[src/rtl/crc_multi_pkg.sv]
package crc_multi_pkg;

    localparam int unsigned W15 = 15;
    localparam int unsigned W17 = 17;
    localparam int unsigned W21 = 21;

    localparam logic [W15-1:0] POLY15 = 15'h4599;
    localparam logic [W17-1:0] POLY17 = 17'h1685B;
    localparam logic [W21-1:0] POLY21 = 21'h102899;

    localparam int unsigned N_INST = 4;
    localparam int unsigned N_GRP  = N_INST / 2;

    typedef struct packed {
        logic [W21-1:0] c21;
        logic [W17-1:0] c17;
        logic [W15-1:0] c15;
    } crc_set_t;

endpackage

[src/rtl/crc_lane.sv]
module crc_lane #(
    parameter int unsigned     W       = 15,
    parameter logic [W-1:0]    POLY    = '0,
    parameter bit              ISO_TOP = 1'b0
) (
    input  logic         clk,
    input  logic         rst_n,
    input  logic         start_i,
    input  logic         step_i,
    input  logic         bit_i,
    input  logic         fd_iso_i,
    output logic [W-1:0] crc_o
);

    localparam logic [W-1:0] TOP_BIT = {1'b1, {(W-1){1'b0}}};

    typedef struct packed {
        logic [W-1:0] crc;
    } lane_st_t;

    lane_st_t st_d, st_q;
    logic     fb;

    always_comb begin
        st_d = st_q;
        fb   = bit_i ^ st_q.crc[W-1];
        if (start_i) begin
            st_d.crc = (ISO_TOP && fd_iso_i) ? TOP_BIT : '0;
        end else if (step_i) begin
            st_d.crc = {st_q.crc[W-2:0], 1'b0} ^ (fb ? POLY : '0);
        end
    end

    always_ff @(posedge clk or negedge rst_n) begin
        if (!rst_n) st_q <= '0;
        else        st_q <= st_d;
    end

    assign crc_o = st_q.crc;

    AST_LANE_START_VALUE: assert property (@(posedge clk) disable iff (!rst_n)
        $past(start_i) |-> crc_o == ((ISO_TOP && $past(fd_iso_i)) ? TOP_BIT : '0));

    AST_LANE_IDLE_HOLD: assert property (@(posedge clk) disable iff (!rst_n)
        (!$past(start_i) && !$past(step_i)) |-> $stable(crc_o));

endmodule

[src/rtl/crc_engine.sv]
module crc_engine
    import crc_multi_pkg::*;
(
    input  logic     clk,
    input  logic     rst_n,
    input  logic     en_i,
    input  logic     trig_i,
    input  logic     bit_i,
    input  logic     fd_iso_i,
    output crc_set_t crc_o
);

    typedef struct packed {
        logic en;
    } eng_st_t;

    eng_st_t st_d, st_q;
    logic    rise;
    logic    step;

    always_comb begin
        st_d    = st_q;
        st_d.en = en_i;
        rise    = en_i & ~st_q.en;
        step    = en_i & trig_i & ~rise;
    end

    always_ff @(posedge clk or negedge rst_n) begin
        if (!rst_n) st_q <= '0;
        else        st_q <= st_d;
    end

    crc_lane #(.W(W15), .POLY(POLY15), .ISO_TOP(1'b0)) u_l15 (
        .clk(clk), .rst_n(rst_n), .start_i(rise), .step_i(step),
        .bit_i(bit_i), .fd_iso_i(fd_iso_i), .crc_o(crc_o.c15));

    crc_lane #(.W(W17), .POLY(POLY17), .ISO_TOP(1'b1)) u_l17 (
        .clk(clk), .rst_n(rst_n), .start_i(rise), .step_i(step),
        .bit_i(bit_i), .fd_iso_i(fd_iso_i), .crc_o(crc_o.c17));

    crc_lane #(.W(W21), .POLY(POLY21), .ISO_TOP(1'b1)) u_l21 (
        .clk(clk), .rst_n(rst_n), .start_i(rise), .step_i(step),
        .bit_i(bit_i), .fd_iso_i(fd_iso_i), .crc_o(crc_o.c21));

    AST_ENG_HOLD_DISABLED: assert property (@(posedge clk) disable iff (!rst_n)
        !$past(en_i) |-> $stable(crc_o));

    AST_ENG_START_CRC15_ZERO: assert property (@(posedge clk) disable iff (!rst_n)
        ($past(en_i) && !$past(st_q.en)) |-> crc_o.c15 == '0);

endmodule

[src/rtl/crc_sel_mux.sv]
module crc_sel_mux
    import crc_multi_pkg::*;
(
    input  crc_set_t sets_i [N_INST],
    input  logic     use_rx_i,
    input  logic     use_wbs_i,
    output crc_set_t set_o
);

    crc_set_t grp [N_GRP];

    generate
        for (genvar g = 0; g < N_GRP; g++) begin : g_lvl1
            assign grp[g] = use_wbs_i ? sets_i[2*g+1] : sets_i[2*g];
        end
    endgenerate

    assign set_o = use_rx_i ? grp[1] : grp[0];

endmodule

[src/rtl/crc_multi_bank.sv]
module crc_multi_bank
    import crc_multi_pkg::*;
(
    input  logic                clk,
    input  logic                rst_n,
    input  logic                fd_iso_i,
    input  logic [N_INST-1:0]   calc_en_i,
    input  logic [N_INST-1:0]   bit_trig_i,
    input  logic [N_INST-1:0]   bit_val_i,
    input  logic                use_rx_i,
    input  logic                use_wbs_i,
    output logic [W15-1:0]      crc15_o,
    output logic [W17-1:0]      crc17_o,
    output logic [W21-1:0]      crc21_o
);

    crc_set_t sets [N_INST];
    crc_set_t sel;

    generate
        for (genvar i = 0; i < N_INST; i++) begin : g_inst
            crc_engine u_eng (
                .clk      (clk),
                .rst_n    (rst_n),
                .en_i     (calc_en_i[i]),
                .trig_i   (bit_trig_i[i]),
                .bit_i    (bit_val_i[i]),
                .fd_iso_i (fd_iso_i),
                .crc_o    (sets[i])
            );
        end
    endgenerate

    crc_sel_mux u_mux (
        .sets_i    (sets),
        .use_rx_i  (use_rx_i),
        .use_wbs_i (use_wbs_i),
        .set_o     (sel)
    );

    assign crc15_o = sel.c15;
    assign crc17_o = sel.c17;
    assign crc21_o = sel.c21;

    AST_TOP_QUIET_HOLD: assert property (@(posedge clk) disable iff (!rst_n)
        ($past(bit_trig_i) == '0 && $past(calc_en_i) == calc_en_i && $stable(use_rx_i)
         && $stable(use_wbs_i) && $past(calc_en_i) == $past(calc_en_i, 2))
        |-> ($stable(crc15_o) && $stable(crc17_o) && $stable(crc21_o)));

endmodule

[config.mk]
export PLATFORM = sky130hd
export DESIGN_NAME = crc_multi_bank
export DESIGN_NICKNAME = d
export VERILOG_FILES = /design/src/rtl/crc_multi_pkg.sv /design/src/rtl/crc_lane.sv /design/src/rtl/crc_engine.sv /design/src/rtl/crc_sel_mux.sv /design/src/rtl/crc_multi_bank.sv
export SDC_FILE = /design/constraint.sdc
export NUM_CORES = 1
export LEC_CHECK = 0
export BUFFER_PORTS_ARGS = -buffer_cell sky130_fd_sc_hd__buf_2
export CAP_MARGIN = 20
export CORE_MARGIN = 3
export CORE_UTILIZATION = 35
export CTS_CLUSTER_SIZE = 25
export DETAILED_ROUTE_END_ITERATION = 8
export GPL_TIMING_DRIVEN = 0
export RECOVER_POWER = 50
export SLEW_MARGIN = 20
export SYNTH_ARGS = -nofsm -noshare
export SYNTH_HDL_FRONTEND = slang
export SYNTH_SLANG_ARGS = --single-unit
[constraint.sdc]
create_clock -name clk -period 1.5 [get_ports clk]
set_input_delay 0.075 -clock clk [delete_from_list [all_inputs] [get_ports clk]]
set_output_delay 0.075 -clock clk [all_outputs]
set_load 0.02 [all_outputs]
==> flow_summary.ini, run 1 <==
[power]
p_switching_mw = 4.59
power.total_mw = 16.6
powerDensity_nw_per_um2 = 1170
intPower_mw = 12.1
share_comb_of_total_power = 0.244
peakVddDrop_v = 0.000860
pwr-share-seq = 0.399
p_leak_nw = 6.69
swShare = 0.276
power.share.clock = 0.356

[cells_and_area]
areaGrowthSynthToFinish_pct = 35.3
instances_no_fill = 1420
nets = 1034
drive_above_1_share = 0.456
stdcell_area_um2 = 14300

[cts]
htreeDepth = 1
numCtsBuffers = 25
root_buffer = clkbuf_16
worstSkewPairLatency_ns = 0.52
cts_sinks = 216
clkTransAtPathRegs_ns = 0.06
cts_tree = done
clock_path_buffers = 3

[sta]
skew_ns = 0.0123
worst_pin_slew_ns = 1.22
finalHoldViolCount = 0
rsz0062_at_grt = yes
fin_crit_ns = 1.70
finalSetupTns_ns = -6.89
min_period_over_period = 1.13
slew_headroom = 0.187
worst_slack_ns = -0.199
drv_slew = 0
fmax_mhz = 589
setup_viol = 54

[yosys]
synth_nets = 714
yosysSeqAreaShare = 0.513
synth-seq-cells = 216
avgSynthCellArea_um2 = 15.1
synth_edf_count = 0
syn_area_um2 = 10500
synthArstFlopShare = 1.00
yosysWarnings = 0
synth_cell_types = 29
synth_ff_type = dfrtp_1
synthCells = 697

[placed_design]
placed_area_um2 = 11400
port_buffers = 63
dpl.cell_count = 1146
gp_congestion = 0.843
dp.final_hpwl_um = 18300

[floorplanning]
core_area_um2 = 29200
io_pins = 70
fp.dieH_um = 180
dieArea_um2 = 32200
dieWidth_um = 180
rows = 62
initial_utilization = 0.361

[critical_path]
crit_type = reg -> out
critPathRequiredTime_ns = 1.42
worstPathMaxFanout = 2
startpoint_type = register
endpoint_kind = primary output
crit_arrival_ns = 1.62
reg2reg_slack_ns = -0.02

[route]
drc = 0
dr_total_vias = 7599
dr.pass1.iters = 4
dr.first_iter.drc_count = 369
routed_wl_um = 28900
avgRoutedWirePerCell_um = 20.3
antenna_left = 0
avgViaCountPerCell = 5.35

[outcome]
violations = negative setup slack
status = complete, but fails checks

[run]
maxCapViolations = 0

[grt]
grt.overflow.total = 0
grt_max_degree = 89
grt_usage = 0.175
grt_antenna_before_repair = 1
grt_pass1_wl_um = 45600
grt_pass1_vias = 8003

[min_path]
hold_class = in -> reg
-- power groups by stage --
stage               logic [mW]  clock network [mW]  registers [mW]
floorplan                 2.14                   0            6.80
global placement          2.82                   0            6.96
detailed placement        2.88                   0            6.96
CTS                       3.99                6.05            6.63
global route              4.35                6.29            6.70
finish                    4.06                5.93            6.65
-- cells in the mapped netlist, types with 9 or more instances --
master     count  area share
dfrtp_1      216        0.51
a22o_1       188        0.16
xnor2_1       80       0.066
mux4_2        53        0.11
buf_6         22       0.024
buf_2         14      0.0066
a211oi_1      12      0.0085
o2bb2ai_1     12       0.010
xnor2_4       12       0.031
buf_8          9       0.013
-- critical path: stages (launching register included) --
cell     delay [ns]
dfrtp_2        0.42
mux4_2         0.52
buf_6          0.16
-- placed cells by master (no fill, tap or decap), types with 3 or more instances in the layout --
cell type        n
nand3_1          4
inv_1            8
xnor2_1         80
o22a_1           8
buf_6           75
dlygate4sd3_1    5
xnor2_4         12
clkbuf_16       25
o21bai_1         4
mux4_2          53
a211oi_1        12
buf_8            9
dfrtp_1        198
clkbuf_1        13
clkbuf_8         9
a31oi_1          8
clkinv_2         5
xor2_1           8
a22o_1         188
nand2b_4         4
nor3b_1          4
nor3_1           4
nor2b_4          4
dfrtp_2         18
nand2b_1         3
buf_4          231
buf_2           20
o2bb2ai_1       12
-- cell type report --
class                   count  area, um^2
plain buffers              60         582
fillers                  2533       14900
clock inverters             7        63.8
multi-input cells         413        4520
repair buffers            293        2420
well taps                 384         480
clock buffers              38         734
flip-flops and latches    216        5430
inverters                   8        30.0
diodes                      1        2.50
-- per-stage QoR --
step,utilization,hold WS [ns],setup slack [ns]
after global routing,0.489,0.0515,-0.227
after detailed placement,0.391,0.0138,-0.112
after CTS,0.480,0.0265,-0.215
final,0.489,0.0521,-0.199
after global placement,0.389,0.282,-3.51
after floorplan,-,-0.221,0.235
-- state kept, by name, summed over array words and instances (netlist names) --
register / flops
g_inst.u_eng.u_l17.crc_o: 68
g_inst.u_eng.u_l21.crc_o: 84
g_inst.u_eng.st_q: 4
g_inst.u_eng.u_l15.crc_o: 60
-- repair_timing --
action	CTS	global route
gates resized for setup	124	0
hold buffers	5	0
setup endpoints to repair	53	57
setup buffers	188	35
hold endpoints to repair	221	0
pin swaps	0	3
-- path summary, 6_finish.rpt --
path | start | end | depth (start not counted)
max in group asynchronous | rst_n | g_inst[0].u_eng.u_l17.crc_o[16] | 3
max reg2reg | g_inst[3].u_eng.u_l15.crc_o[14] | g_inst[3].u_eng.u_l15.crc_o[4] | 5
max | g_inst[0].u_eng.u_l21.crc_o[20] | crc21_o[20] | 2
min reg2reg | g_inst[2].u_eng.u_l15.crc_o[11] | g_inst[2].u_eng.u_l15.crc_o[12] | 1
min | bit_trig_i[0] | g_inst[0].u_eng.u_l15.crc_o[14] | 4
min in group asynchronous | rst_n | g_inst[0].u_eng.u_l21.crc_o[15] | 2
-- logic make-up after synthesis --
family	count (synthesis)	synth area share
simple gates	28	0.0222
xor+xnor	100	0.104
compound gates	232	0.189
buf+inv	68	0.0581
mux	53	0.113
flops	216	0.513
-- routing by layer --
layer,share of wire,routed length (um),vias to the layer above,global-route usage
li1,-,-,3369,-
met5,0,0,-,0
met4,0.016,465,0,0.0319
met2,0.48,14000,184,0.293
met3,0.049,1430,35,0.0249
met1,0.45,13000,4011,0.247
No activity file was read; power rests on OpenSTA's default activity.
==> run 2, diff against run 1 <==
--- a/config.mk
+++ b/config.mk
@@ -5,15 +5,16 @@
 export SDC_FILE = /design/constraint.sdc
 export NUM_CORES = 1
 export LEC_CHECK = 0
-export BUFFER_PORTS_ARGS = -buffer_cell sky130_fd_sc_hd__buf_2
 export CAP_MARGIN = 20
 export CORE_MARGIN = 3
 export CORE_UTILIZATION = 35
 export CTS_CLUSTER_SIZE = 25
 export DETAILED_ROUTE_END_ITERATION = 8
+export DONT_BUFFER_PORTS = 1
 export GPL_TIMING_DRIVEN = 0
 export RECOVER_POWER = 50
 export SLEW_MARGIN = 20
 export SYNTH_ARGS = -nofsm -noshare
 export SYNTH_HDL_FRONTEND = slang
+export SYNTH_HIERARCHICAL = 1
 export SYNTH_SLANG_ARGS = --single-unit
==> constraint.sdc (replaced) <==
create_clock -name clk -period 1.5 [get_ports clk]
set_input_delay 0.075 -clock clk [delete_from_list [all_inputs] [get_ports clk]]
set_output_delay 0.075 -clock clk [all_outputs]
set_load 0.01 [all_outputs]
==> run 2 against run 1 <==
The run ends with negative hold slack, negative setup slack left. Clock skew is 0.021 ns higher. Clock power hardly changed. Power is 1.5% lower. Non-clock buffer count is 49 lower. Utilization is 0.47 points lower. First-iteration DRC count is 80% higher. Combinational power is 8.6% lower. Synthesized area is 11% higher. Worst hold slack worse by 0.79 ns. Critical path type unchanged. Highest routed layer unchanged.
==> flow_summary.ini, run 2 <==
[cells_and_area]
fill_cells = 2854
largest_register_ff_count = 84
drive_above_1_share = 0.399
n_antenna_cell = 0
multi_input_comb_area_um2 = 6080
nets = 1278
layout_commonest_cell = dfrtp_1
areaGrowthSynthToFinish_pct = 35.8
seqCellArea_um2 = 5430
final_cell_mix = dfrtp_1, buf_4, nor2_1

[grt]
grt_use_met2 = 0.311
grt_max_degree = 217
grt_pass1_vias = 9046
grt.overflow.total = 0
grt_pass1_wl_um = 52800
grt_use_met3 = 0.0311
grt_usage = 0.187
gr-max-usage-layer = met2
grt_antenna_before_repair = 1
grt_util_met1 = 0.255

[route]
drc = 0
avgRoutedWirePerCell_um = 20.9
routed_wl_um = 35800
avgViaCountPerCell = 5.44
antenna_left = 0
dr.first_iter.drc_count = 665
dr_total_vias = 9324
dr.pass1.iters = 5

[critical_path]
crit_buf_inv = 0
path_cells = mux4_2
cp_slowest_cell = mux4_2
critPathRequiredTime_ns = 1.42
endpoint_kind = primary output
slowest_delay_ns = 0.54
cp_top_family = multiplexers
worstPathMaxFanout = 4
crit_type = reg -> out
crit_arrival_ns = 1.52
startpoint_type = register

[yosys]
yosysWarnings = 6
synth_edf_count = 0
synth_ff_type = dfrtp_1
syn_area_um2 = 11700
yosysSeqAreaShare = 0.463
yosys.area.top_type = dfrtp_1
synth-seq-cells = 216
avgSynthCellArea_um2 = 11.5
synthCells = 1013
synth_top_area_share = 0.463
synthArstFlopShare = 1.00
synth_common_cells = dfrtp_1, nor2_1, mux2i_1, inv_1, buf_2
synth_most_common_cell = dfrtp_1
synth_nets = 1030
synth_cell_types = 33
synthTopCellsByArea = dfrtp_1, mux2i_1, mux4_2

[floorplanning]
dieWidth_um = 189
rows = 66
fp.dieH_um = 189
dieArea_um2 = 35600
io_pins = 70
initial_utilization = 0.357
core_area_um2 = 32700

[min_path]
hold_class = in -> async

[sta]
skew_ns = 0.0334
min_period_over_period = 1.06
drv_slew = 0
fin_crit_ns = 1.60
slew_headroom = 0.432
finalHoldViolCount = 228
worst_pin_slew_ns = 0.852
fmax_mhz = 626
setup_viol = 61
worst_slack_ns = -0.0974
rsz0062_at_grt = yes
whs_ns = -0.738

[cts]
cts_hold_buffers = 8
numCtsBuffers = 26
root_buffer = clkbuf_16
clock_path_buffers = 3
cts_tree = done
clkTransAtPathRegs_ns = 0.06
htreeDepth = 1
cts_sinks = 216
worstSkewPairLatency_ns = 0.55

[placed_design]
port_buffers = 0
dp_slack_ns = -0.406
dp.final_hpwl_um = 22100
gp_congestion = 0.823

[power]
powerDensity_nw_per_um2 = 1040
p_leak_nw = 6.91
power.total_mw = 16.4
peakVddDrop_v = 0.000830

[run]
maxCapViolations = 0

[outcome]
violations = negative hold slack, negative setup slack
status = complete, but fails checks
[run 2: cell types whose count changed after synthesis, moves of 44 or more]
cell	before	now
a22o_1	188	0
or4_1	0	52
nor2_1	0	156
o311ai_1	0	44
inv_1	8	68
xnor2_1	80	20
nand4b_1	0	52
mux2i_1	0	128
[run 2: final cells by class]
cell class	count	share of cell area
Clock buffer	34	0.0455
Clock inverter	4	0.00371
Tap cell	442	0.0349
Buffer	84	0.0537
Multi-Input combinational cell	637	0.384
Inverter	76	0.0193
Timing Repair Buffer	220	0.116
Sequential cell	216	0.343
[run 2: layer usage]
metal / wire length [um] / share of wire
met1: 15500 / 0.43
met2: 17400 / 0.49
met3: 1870 / 0.052
met4: 995 / 0.028
met5: 0 / 0
[run 2: metrics by stage]
stage                     std cells  cell area [um^2]   util  TNS, ns  hold WS, ns
after floorplan                1013             11700      -        0       -0.221
after global placement         1455             12200  0.374   -35.33       -0.207
after detailed placement       1455             12200  0.374   -38.29       -0.206
after CTS                      1636             14400  0.439    -4.04       -0.770
after global routing           1713             15800  0.484    -5.79       -0.758
final                          1713             15800  0.484    -3.18       -0.738
[run 2: final timing paths]
kind | startpoint | to | slack, ns | depth (start not counted)
max | g_inst[3].u_eng/u_l15/crc_o[14] | crc15_o[14] | -0.1 | 1
min reg2reg | g_inst[1].u_eng/u_l15/crc_o[1] | g_inst[1].u_eng/u_l15/crc_o[1] | 0.55 | 2
min | rst_n | g_inst[1].u_eng/u_l21/crc_o[15] | -0.74 | 0
min in group clk | bit_val_i[0] | g_inst[0].u_eng/u_l15/crc_o[0] | -0.20 | 2
max in group asynchronous | rst_n | g_inst[3].u_eng/u_l17/crc_o[10] | 1.66 | 0
max reg2reg | g_inst[2].u_eng/st_q | g_inst[2].u_eng/u_l21/crc_o[7] | -0.03 | 4
[run 2: repair_timing]
action                                 in CTS  in global routing
endpoints found under the hold margin     306                228
setup endpoints to repair                 243                170
gates cloned                                0                 11
gates resized for setup                    87                207
pin swaps                                   5                 34
setup buffers                             135                 66
[run 2: logic make-up (layout without fill, tap and decap cells)]
group,after synthesis,after routing,share of synthesized area
AO/OA/AOI/OAI,96,96,0.0691
XOR/XNOR,32,32,0.0240
buffers and inverters,160,418,0.0717
flip-flops,216,216,0.463
multiplexers,181,181,0.213
AND/OR/NAND/NOR,328,328,0.159
[run 2: where the power goes]
group	internal (mW)	leakage (nW)	switching, mW
logic	1.96	3.63	1.76
clock network	3.49	0.379	2.43
registers	6.31	2.90	0.451
[run 2: worst reg2reg max path, cell delays in order, from the launching register on]
cell       delay, ns
dfrtp_1         0.34
and2b_4         0.27
clkbuf_16       0.19
or4_4           0.53
o311ai_2        0.09
==> run 3, diff against run 2 <==
--- a/config.mk
+++ b/config.mk
@@ -12,7 +12,9 @@
 export DETAILED_ROUTE_END_ITERATION = 8
 export DONT_BUFFER_PORTS = 1
 export GPL_TIMING_DRIVEN = 0
+export PLACE_DENSITY = 0.49
 export RECOVER_POWER = 50
+export SKIP_LAST_GASP = 1
 export SLEW_MARGIN = 20
 export SYNTH_ARGS = -nofsm -noshare
 export SYNTH_HDL_FRONTEND = slang
==> run 3 against run 2 <==
The flow still finishes with violations (negative hold slack, negative setup slack). Utilization shrank 1.9 points. Register-to-register slack lost 0.02 ns. Critical path depth is the same. Combinational power shrank 11%. First-iteration DRC count shrank 15%. Worst setup slack gained 0.028 ns. Die area is the same. Critical path type unchanged. Largest cell class unchanged. Highest routed layer unchanged.
==> flow_summary.ini, run 3 (synthesis results as in run 2) <==
[cells_and_area]
largest_register_ff_count = 84
layout_commonest_cell = dfrtp_1
drive_above_1_share = 0.359
areaGrowthSynthToFinish_pct = 30.4
final_cell_mix = dfrtp_1, buf_4, nor2_1
n_antenna_cell = 0
nets = 1242

[critical_path]
worstPathMaxFanout = 2
path_cells = mux4_2
slowest_delay_ns = 0.55
cp_top_family = multiplexers
crit-reg2reg-launch = g_inst[2].u_eng/u_l17/crc_o[16]
startpoint_type = register
critPathRequiredTime_ns = 1.42
cp_slowest_cell = mux4_2
cp-startpoint = g_inst[0].u_eng/u_l21/crc_o[11]
crit_arrival_ns = 1.49
endpoint_kind = primary output
ff2ff_path_depth = 5
r2r_end = g_inst[2].u_eng/u_l17/crc_o[14]
crit_type = reg -> out
crit_buf_inv = 0
reg2reg_slack_ns = -0.05

[power]
p_switching_mw = 4.59
power.share.clock = 0.387
peakVddDrop_v = 0.000822
pwr-share-seq = 0.413
swShare = 0.279
share_comb_of_total_power = 0.201
p_leak_nw = 6.61
intPower_mw = 11.9
powerDensity_nw_per_um2 = 1080

[sta]
finalHoldViolCount = 231
fin_crit_ns = 1.57
fmax_mhz = 637
skew_ns = 0.00705
worst_slack_ns = -0.0691
finalSetupTns_ns = -2.28
rsz0062_at_grt = yes
min_period_over_period = 1.05
setup_viol = 57
worst_pin_slew_ns = 0.775
drv_slew = 0
slew_headroom = 0.483
whs_ns = -0.745

[cts]
worstSkewPairLatency_ns = 0.53
root_buffer = clkbuf_16
htreeDepth = 1
cts_sinks = 216
cts_hold_buffers = 8
clock_path_buffers = 3
numCtsBuffers = 26
clkTransAtPathRegs_ns = 0.06
cts_tree = done

[route]
avgRoutedWirePerCell_um = 21.4
routed_wl_um = 36100
drc = 0
avgViaCountPerCell = 5.43
antenna_left = 0
dr_total_vias = 9156
dr.first_iter.drc_count = 567
dr.pass1.iters = 5

[grt]
grt_antenna_before_repair = 0
grt_max_degree = 217
grt.overflow.total = 0
grt_usage = 0.196
grt_pass1_wl_um = 54800
grt_pass1_vias = 9034

[floorplanning]
rows = 66
io_pins = 70
dieWidth_um = 189
initial_utilization = 0.357
dieArea_um2 = 35600
fp.dieH_um = 189
core_area_um2 = 32700

[placed_design]
gp_congestion = 0.795
port_buffers = 0
dp.final_hpwl_um = 23100

[outcome]
violations = negative hold slack, negative setup slack
status = complete, but fails checks

[run]
maxCapViolations = 0

[min_path]
hold_class = in -> async
run 3: cell types whose count changed in the layout (fill, tap and decap cells not counted), sizes merged:
cell,before,now
buf,279,244
clkbuf,51,54
clkinv,2,7
run 3: metrics by stage:
stage           util  std cells  setup WS [ns]  cell area, um^2  total power [mW]
2_1_floorplan      -       1013         0.0490            11700              8.44
3_3_place_gp   0.374       1455         -0.465            12200              9.13
3_5_place_dp   0.374       1455         -0.454            12200              9.13
4_1_cts        0.442       1651        -0.0975            14400              16.2
5_1_grt        0.465       1686         -0.110            15200              17.1
6_report       0.465       1686        -0.0691            15200              16.4
run 3: what timing repair did:
item | in CTS | in global routing
pin swaps | 7 | 18
resized for setup | 85 | 127
hold endpoints to repair | 306 | 231
setup buffers | 141 | 32
gates cloned | 0 | 3
setup endpoints to repair | 251 | 171
run 3: per-layer routing:
metal  GRT usage  vias up  wire length, um
li1            -     4198                -
met1       0.276     4719            16400
met2       0.316      183            17100
met3      0.0296       56             1600
met4      0.0536        0              976
met5           0        -                0
run 3: area by class of cell:
type	count	area [um^2]
Tap cell	442	553
Timing Repair Buffer	184	1500
Clock inverter	9	72.6
Multi-Input combinational cell	637	5770
Sequential cell	216	5430
Inverter	76	303
Clock buffer	38	797
Fill cell	3059	17500
Buffer	84	781
run 3: how the worst max path moves through the flow:
stage / endpoint / slack [ns] / cells after the start
2_1_floorplan: g_inst[0].u_eng/u_l21/crc_o[7] / 0.05 / 4
3_3_place_gp: g_inst[1].u_eng/u_l17/crc_o[16] / -0.46 / 5
3_5_place_dp: g_inst[1].u_eng/u_l17/crc_o[16] / -0.45 / 5
4_1_cts: crc17_o[13] / -0.1 / 1
5_1_grt: crc21_o[3] / -0.11 / 1
6_report: crc21_o[11] / -0.07 / 1
run 3: worst register-to-register path: stages, from the launching register on:
cell and delay (ns):
dfrtp_2 0.43, buf_6 0.14, xnor2_4 0.14, buf_6 0.14, or4_1 0.52, o311ai_1 0.08
run 3: power by group through the flow:
stage / logic [mW] / clock network [mW] / registers [mW]
CTS: 2.90 / 6.54 / 6.78
detailed placement: 2.15 / 0 / 6.98
finish: 3.30 / 6.36 / 6.79
global placement: 2.14 / 0 / 6.98
global route: 3.55 / 6.76 / 6.82
floorplan: 1.75 / 0 / 6.69
